## src/rtl/evt_timer_pkg.sv

```systemverilog
package evt_timer_pkg;
  localparam int ADDR_W = 8;
  localparam int DATA_W = 32;
  localparam int EXP_W  = 4;
  localparam int NFLAG  = 2;

  localparam int FLG_WRAP = 0;
  localparam int FLG_UNDR = 1;

  localparam logic [ADDR_W-1:0] A_CTRL  = 8'h00;
  localparam logic [ADDR_W-1:0] A_CMD   = 8'h04;
  localparam logic [ADDR_W-1:0] A_IEN   = 8'h0C;
  localparam logic [ADDR_W-1:0] A_FLAG  = 8'h10;
  localparam logic [ADDR_W-1:0] A_FSET  = 8'h14;
  localparam logic [ADDR_W-1:0] A_FCLR  = 8'h18;
  localparam logic [ADDR_W-1:0] A_LIMIT = 8'h1C;
  localparam logic [ADDR_W-1:0] A_COUNT = 8'h24;

  typedef struct packed {
    logic [EXP_W-1:0] div_exp;
    logic [1:0]       src_sel;
    logic             single;
    logic [1:0]       dir;
  } ctrl_t;

  function automatic logic [DATA_W-1:0] pack_ctrl(input ctrl_t c);
    logic [DATA_W-1:0] w;
    w = '0;
    w[27:24] = c.div_exp;
    w[17:16] = c.src_sel;
    w[4]     = c.single;
    w[1:0]   = c.dir;
    return w;
  endfunction

  function automatic ctrl_t unpack_ctrl(input logic [DATA_W-1:0] w);
    ctrl_t c;
    c.div_exp = w[27:24];
    c.src_sel = w[17:16];
    c.single  = w[4];
    c.dir     = w[1:0];
    return c;
  endfunction
endpackage

```

## src/rtl/evt_prescaler.sv

```systemverilog
module evt_prescaler #(
  parameter int EXP_W = 4
) (
  input  logic             clk,
  input  logic             rst,
  input  logic             run,
  input  logic             restart,
  input  logic [EXP_W-1:0] div_exp,
  output logic             tick
);
  localparam int DIV_W = (1 << EXP_W) - 1;

  logic [DIV_W-1:0] div_q;
  logic [DIV_W-1:0] mask;

  always_comb begin
    mask = '0;
    for (int i = 0; i < DIV_W; i++) begin
      if (i < int'(div_exp)) mask[i] = 1'b1;
    end
  end

  assign tick = run && !restart && ((div_q & mask) == mask);

  always_ff @(posedge clk) begin
    if (rst || restart || !run) div_q <= '0;
    else                        div_q <= div_q + 1'b1;
  end

  // with exponent 0 a running, non-restarted counter steps every clock
  a_r2_div_one: assert property (@(posedge clk) disable iff (rst)
    (run && !restart && div_exp == '0) |-> tick);
  // a restart edge never produces a step
  a_r11_restart_quiet: assert property (@(posedge clk) disable iff (rst)
    restart |-> !tick);
endmodule

```

## src/rtl/evt_counter.sv

```systemverilog
module evt_counter #(
  parameter int CNT_W = 16
) (
  input  logic             clk,
  input  logic             rst,
  input  logic             tick,
  input  logic             start,
  input  logic             stop,
  input  logic             dir_down,
  input  logic             single,
  input  logic [CNT_W-1:0] limit,
  input  logic             cnt_we,
  input  logic [CNT_W-1:0] cnt_wdata,
  output logic [CNT_W-1:0] cnt_q,
  output logic             running_q,
  output logic             wrap_evt,
  output logic             undr_evt
);
  localparam logic [CNT_W-1:0] ONE = CNT_W'(1);

  logic at_limit, at_zero;

  assign at_limit = (cnt_q == limit);
  assign at_zero  = (cnt_q == '0);
  assign wrap_evt = tick && !dir_down && at_limit && !cnt_we;
  assign undr_evt = tick &&  dir_down && at_zero  && !cnt_we;

  always_ff @(posedge clk) begin
    if (rst) begin
      cnt_q     <= '0;
      running_q <= 1'b0;
    end else begin
      if (cnt_we)          cnt_q <= cnt_wdata;
      else if (tick) begin
        if (dir_down)      cnt_q <= at_zero  ? limit : cnt_q - ONE;
        else               cnt_q <= at_limit ? '0    : cnt_q + ONE;
      end
      if (stop)                       running_q <= 1'b0;
      else if (start)                 running_q <= 1'b1;
      else if (undr_evt && single)    running_q <= 1'b0;
    end
  end

  a_r3_wrap_zero: assert property (@(posedge clk) disable iff (rst)
    (tick && !dir_down && cnt_q == limit && !cnt_we) |=> cnt_q == '0);
  a_r4_reload: assert property (@(posedge clk) disable iff (rst)
    (tick && dir_down && cnt_q == '0 && !cnt_we) |=> cnt_q == $past(limit));
  a_r5_single_halt: assert property (@(posedge clk) disable iff (rst)
    (tick && dir_down && single && cnt_q == '0 && !cnt_we && !start) |=> !running_q);
  a_r6_hold_stopped: assert property (@(posedge clk) disable iff (rst)
    (!running_q && !cnt_we) |=> $stable(cnt_q));
  a_r10_write_first: assert property (@(posedge clk) disable iff (rst)
    cnt_we |=> cnt_q == $past(cnt_wdata));
endmodule

```

## src/rtl/evt_flags.sv

```systemverilog
module evt_flags #(
  parameter int NF = 2
) (
  input  logic          clk,
  input  logic          rst,
  input  logic [NF-1:0] hw_evt,
  input  logic [NF-1:0] set_w,
  input  logic [NF-1:0] clr_w,
  input  logic          ien_we,
  input  logic [NF-1:0] ien_wdata,
  output logic [NF-1:0] flags_q,
  output logic [NF-1:0] ien_q,
  output logic          irq_q
);
  logic [NF-1:0] flags_d, ien_d;

  assign flags_d = (flags_q & ~clr_w) | set_w | hw_evt;
  assign ien_d   = ien_we ? ien_wdata : ien_q;

  always_ff @(posedge clk) begin
    if (rst) begin
      flags_q <= '0;
      ien_q   <= '0;
      irq_q   <= 1'b0;
    end else begin
      flags_q <= flags_d;
      ien_q   <= ien_d;
      irq_q   <= |(flags_d & ien_d);
    end
  end

  for (genvar i = 0; i < NF; i++) begin : g_chk
    a_r9_event_wins: assert property (@(posedge clk) disable iff (rst)
      hw_evt[i] |=> flags_q[i]);
    a_r7_clear: assert property (@(posedge clk) disable iff (rst)
      (clr_w[i] && !set_w[i] && !hw_evt[i]) |=> !flags_q[i]);
    a_r7_sticky: assert property (@(posedge clk) disable iff (rst)
      (flags_q[i] && !clr_w[i]) |=> flags_q[i]);
  end

  a_r8_irq_match: assert property (@(posedge clk) disable iff (rst)
    irq_q == |(flags_q & ien_q));
endmodule

```

## src/rtl/evt_timer16.sv

```systemverilog
module evt_timer16
  import evt_timer_pkg::*;
#(
  parameter int CNT_W = 16
) (
  input  logic              clk,
  input  logic              rst,
  input  logic [ADDR_W-1:0] bus_addr,
  input  logic [DATA_W-1:0] bus_wdata,
  input  logic              bus_we,
  output logic [DATA_W-1:0] bus_rdata,
  output logic              irq_o
);
  localparam int PAD_C = DATA_W - CNT_W;
  localparam int PAD_F = DATA_W - NFLAG;

  ctrl_t             ctrl_q;
  logic [CNT_W-1:0]  limit_q;
  logic [CNT_W-1:0]  cnt_w;
  logic              run_w, tick_w, wrap_w, undr_w;
  logic [NFLAG-1:0]  flags_w, ien_w, hw_evt, set_w, clr_w;
  logic              wr_ctrl, wr_cmd, wr_ien, wr_fset, wr_fclr, wr_limit, wr_cnt;
  logic              cmd_start, cmd_stop;

  assign wr_ctrl  = bus_we && (bus_addr == A_CTRL);
  assign wr_cmd   = bus_we && (bus_addr == A_CMD);
  assign wr_ien   = bus_we && (bus_addr == A_IEN);
  assign wr_fset  = bus_we && (bus_addr == A_FSET);
  assign wr_fclr  = bus_we && (bus_addr == A_FCLR);
  assign wr_limit = bus_we && (bus_addr == A_LIMIT);
  assign wr_cnt   = bus_we && (bus_addr == A_COUNT);

  assign cmd_start = wr_cmd && bus_wdata[0];
  assign cmd_stop  = wr_cmd && bus_wdata[1];
  assign set_w     = wr_fset ? bus_wdata[NFLAG-1:0] : '0;
  assign clr_w     = wr_fclr ? bus_wdata[NFLAG-1:0] : '0;

  always_comb begin
    hw_evt = '0;
    hw_evt[FLG_WRAP] = wrap_w;
    hw_evt[FLG_UNDR] = undr_w;
  end

  always_ff @(posedge clk) begin
    if (rst) begin
      ctrl_q  <= '0;
      limit_q <= '1;
    end else begin
      if (wr_ctrl)  ctrl_q  <= unpack_ctrl(bus_wdata);
      if (wr_limit) limit_q <= bus_wdata[CNT_W-1:0];
    end
  end

  evt_prescaler #(.EXP_W(EXP_W)) u_presc (
    .clk     (clk),
    .rst     (rst),
    .run     (run_w),
    .restart (cmd_start),
    .div_exp (ctrl_q.div_exp),
    .tick    (tick_w)
  );

  evt_counter #(.CNT_W(CNT_W)) u_cnt (
    .clk       (clk),
    .rst       (rst),
    .tick      (tick_w),
    .start     (cmd_start),
    .stop      (cmd_stop),
    .dir_down  (ctrl_q.dir == 2'd1),
    .single    (ctrl_q.single),
    .limit     (limit_q),
    .cnt_we    (wr_cnt),
    .cnt_wdata (bus_wdata[CNT_W-1:0]),
    .cnt_q     (cnt_w),
    .running_q (run_w),
    .wrap_evt  (wrap_w),
    .undr_evt  (undr_w)
  );

  evt_flags #(.NF(NFLAG)) u_flags (
    .clk       (clk),
    .rst       (rst),
    .hw_evt    (hw_evt),
    .set_w     (set_w),
    .clr_w     (clr_w),
    .ien_we    (wr_ien),
    .ien_wdata (bus_wdata[NFLAG-1:0]),
    .flags_q   (flags_w),
    .ien_q     (ien_w),
    .irq_q     (irq_o)
  );

  always_ff @(posedge clk) begin
    if (rst) bus_rdata <= '0;
    else begin
      case (bus_addr)
        A_CTRL:  bus_rdata <= pack_ctrl(ctrl_q);
        A_IEN:   bus_rdata <= {{PAD_F{1'b0}}, ien_w};
        A_FLAG:  bus_rdata <= {{PAD_F{1'b0}}, flags_w};
        A_LIMIT: bus_rdata <= {{PAD_C{1'b0}}, limit_q};
        A_COUNT: bus_rdata <= {{PAD_C{1'b0}}, cnt_w};
        default: bus_rdata <= '0;
      endcase
    end
  end

  // stop wins over a simultaneous start
  a_r6_stop_wins: assert property (@(posedge clk) disable iff (rst)
    cmd_stop |=> !run_w);
  // a start alone always runs the counter
  a_r6_start_runs: assert property (@(posedge clk) disable iff (rst)
    (cmd_start && !cmd_stop) |=> run_w);
endmodule

```

## config.mk

```make
export PLATFORM = sky130hd
export DESIGN_NAME = evt_timer16
export DESIGN_NICKNAME = d
export VERILOG_FILES = /design/src/rtl/evt_timer_pkg.sv /design/src/rtl/evt_prescaler.sv /design/src/rtl/evt_counter.sv /design/src/rtl/evt_flags.sv /design/src/rtl/evt_timer16.sv
export SDC_FILE = /design/constraint.sdc
export NUM_CORES = 1
export LEC_CHECK = 0
export BUFFER_PORTS_ARGS = -buffer_cell sky130_fd_sc_hd__buf_4
export CAP_MARGIN = 20
export CORE_MARGIN = 2
export CORE_UTILIZATION = 40
export DETAILED_ROUTE_END_ITERATION = 8
export GPL_TIMING_DRIVEN = 0
export SLEW_MARGIN = 20
export SYNTH_ARGS = -nofsm -noshare
export SYNTH_HDL_FRONTEND = slang
export SYNTH_SLANG_ARGS = --single-unit
```

## constraint.sdc

```tcl
create_clock -name clk -period 2.85 [get_ports clk]
set_clock_uncertainty 0.05 [all_clocks]
set_input_delay 0.285 -clock clk [delete_from_list [all_inputs] [get_ports clk]]
set_output_delay 0.285 -clock clk [all_outputs]
set_load 0.01 [all_outputs]
```

==> flow_summary.ini <==
[placement]
place_hpwl_um = 10700
globalplace.congestion = 0.986
dpl_cell_area_um2 = 5470
io_buffer_count = 52

[worst_hold_path]
min_from = bus_wdata[15]
hold_depth = 3
whs_endpoint = limit_q[15]
hold_path.class = input pin to flop

[synth]
synth_cells = 587
yosysTopAreaCellShare_pct = 34.6
synth-edff-count = 0
syn_area_um2 = 4860
ys_top_cells_by_area = dfxtp_1 35%, xnor2_1 5.4%, nor2_1 4.9%
synthFlopType = dfxtp_1
netlist_top_cells_count = 84 x dfxtp_1, 63 x nor2_1, 58 x nand2_1, 36 x a21oi_1, 32 x nand3_1
synth_most_common_cell = dfxtp_1
ys_ff_latch = 84
async_reset_ff_share_pct = 0
yosysTopAreaCell = dfxtp_1
netlist-cell-type-count = 69
synth_warnings = 0
avgSynthCellArea_um2 = 8.27
synth-seq-area-share_pct = 34.6

[finish]
final_nets = 706
stdcell_area_um2 = 5840
drive_above_1_share_pct = 19.6
n_antenna_cell = 0
area_growth_pct = 20.3

[setup_path]
path_buf_inv = 3
cpMostUsedCell = buf_6
r2r_cells = 9
r2r_start = u_cnt.cnt_q[9]
arrival_ns = 2.72
r2r_end = u_cnt.cnt_q[13]
r2r_slack_ns = 0.33
slowest_delay_ns = 0.57
cp-start-kind = flop
critical_path_required_ns = 3.05
crit_path_end_kind = flop
worstPathCellList = buf_2, xnor2_1, nand4_1, nor4_2, or2_1, buf_6, buf_6, o211ai_1, a32o_1
cp_top_family = simple AND/OR/NAND/NOR gates
crit_type = flop to flop
critPathSlowestCell = nor4_2
critPathMaxFanout = 10

[drt]
wl_um = 14800
dr.first_iter.drc_count = 312
vias = 4599
drc = 0
dr.pass1.iters = 5
ant_nets = 0
routedWlPerCell_um = 18.3
via_per_inst = 5.67

[grt]
grt_max_degree = 16
grt_pass1_vias = 4362
grt_pass1_wl_um = 23600
grt.overflow.total = 0
antenna_found_initial = 0
track_usage_pct = 23.5

[clocking]
numCtsBuffers = 9
clkLatencyLatePin_ns = 0.36
htree_levels = 3
clk_pin_slew_ns = 0.06
cts_tree = yes
clock_path_buffers = 2
cts-root-buf = clkbuf_16
post_cts_buffers = 0
cts.sinks = 84

[die]
pin_count = 76
dieArea_um2 = 13000
die_x_um = 114
initial_core_util_pct = 40.8
num_rows = 40
dieHeight_um = 114
core_um2 = 11900

[timing]
tightest_slew_ns = 0.750
hold_viol = 0
slew_headroom_pct = 49.5
setup_viol = 0
fin_tns_setup_ns = 0
hold_ws_ns = 0.104
period_minus_slack_ns = 2.52
slew_viol_final = 0
period_share_pct = 88.4
grt_setup_unrepaired = false
fmax_mhz = 397

[flow_run]
cap_violations = 0

[power_and_ir_drop]
p_total_uw = 2780
leakage_uw = 0.00230
power_density_nw_per_um2 = 475
peakVddDrop_v = 0.000375

[outcome]
status = completed
-- worst max-delay path by stage --
stage	start	endpoint	slack, ns	cells past startpoint
finish	u_cnt.cnt_q[9]	u_cnt.cnt_q[13]	0.33	9
global route	u_cnt.cnt_q[0]	u_cnt.cnt_q[4]	0.09	11
CTS	u_cnt.cnt_q[0]	u_cnt.cnt_q[4]	0.24	11
detailed placement	u_cnt.cnt_q[0]	u_cnt.cnt_q[4]	0.26	11
global placement	u_cnt.cnt_q[0]	u_cnt.cnt_q[4]	0.25	11
floorplan	u_cnt.cnt_q[0]	u_cnt.cnt_q[13]	0.76	11
-- layer usage --
layer,global-route usage [%],wire length [um]
met5,0,0
met4,8.62,303
met3,4.76,923
met2,37.4,6850
met1,31.6,6730
-- tightest hold or removal path: stages --
cell	delay [ns]
buf_4	0.09
mux2i_1	0.05
nand2_1	0.06
-- timing repair --
action,in CTS,in global routing
hold buffers,0,0
setup endpoints to repair,0,1
gates resized for setup,0,1
-- metrics by stage --
step                      cells  util [%]  setup slack [ns]
after floorplan             596         -             0.758
after global placement      795      45.9             0.247
after detailed placement    795      45.9             0.256
after CTS                   811      49.0             0.243
after global routing        811      49.0            0.0891
final                       811      49.0             0.330
-- logic make-up after synthesis --
logic type | synth area share, %
flops | 34.6
compound gates | 19.5
other cells | 0.0772
buf+inv | 8.35
fa+ha+maj | 1.03
xor+xnor | 8.99
mux | 3.92
simple gates | 23.5
-- sequential cells by signal (all words and copies together), names as in the netlist --
signal,count
u_cnt.cnt_q,16
u_cnt.running_q,1
u_presc.div_q,15
u_flags.flags_q,2
ctrl_q,9
u_flags.ien_q,2
u_flags.irq_q,1
limit_q,16
bus_rdata,22
-- final cells by class --
cell class / count / area (um2)
Inverter: 13 / 48.8
Multi-Input combinational cell: 441 / 2810
Timing Repair Buffer: 52 / 390
Clock buffer: 9 / 225
Tap cell: 147 / 184
Fill cell: 1214 / 6070
Buffer: 58 / 357
Sequential cell: 84 / 1680
Clock inverter: 7 / 146
-- cell usage in the layout, fill, tap and decap left out, types with 6 or more instances in the layout --
| cell type | n |
|---|---|
| dfxtp_1 | 84 |
| buf_4 | 66 |
| nor2_1 | 63 |
| nand2_1 | 58 |
| a21oi_1 | 36 |
| nand3_1 | 32 |
| xnor2_1 | 30 |
| buf_2 | 21 |
| mux2i_1 | 19 |
| xor2_1 | 18 |
| nand4_1 | 16 |
| o21ai_0 | 16 |
| a22oi_1 | 16 |
| clkbuf_1 | 14 |
| o211ai_1 | 13 |
| inv_1 | 12 |
| conb_1 | 10 |
| clkbuf_16 | 9 |
| and2_1 | 8 |
| buf_6 | 8 |
| a31oi_1 | 8 |
| o21ai_1 | 7 |
| o221ai_1 | 6 |
-- power breakdown --
group	internal, uW	switching [uW]
Clock	951	513
Sequential	1170	1.07
Combinational	56.6	81.5
(Power assumes the default switching activity.)
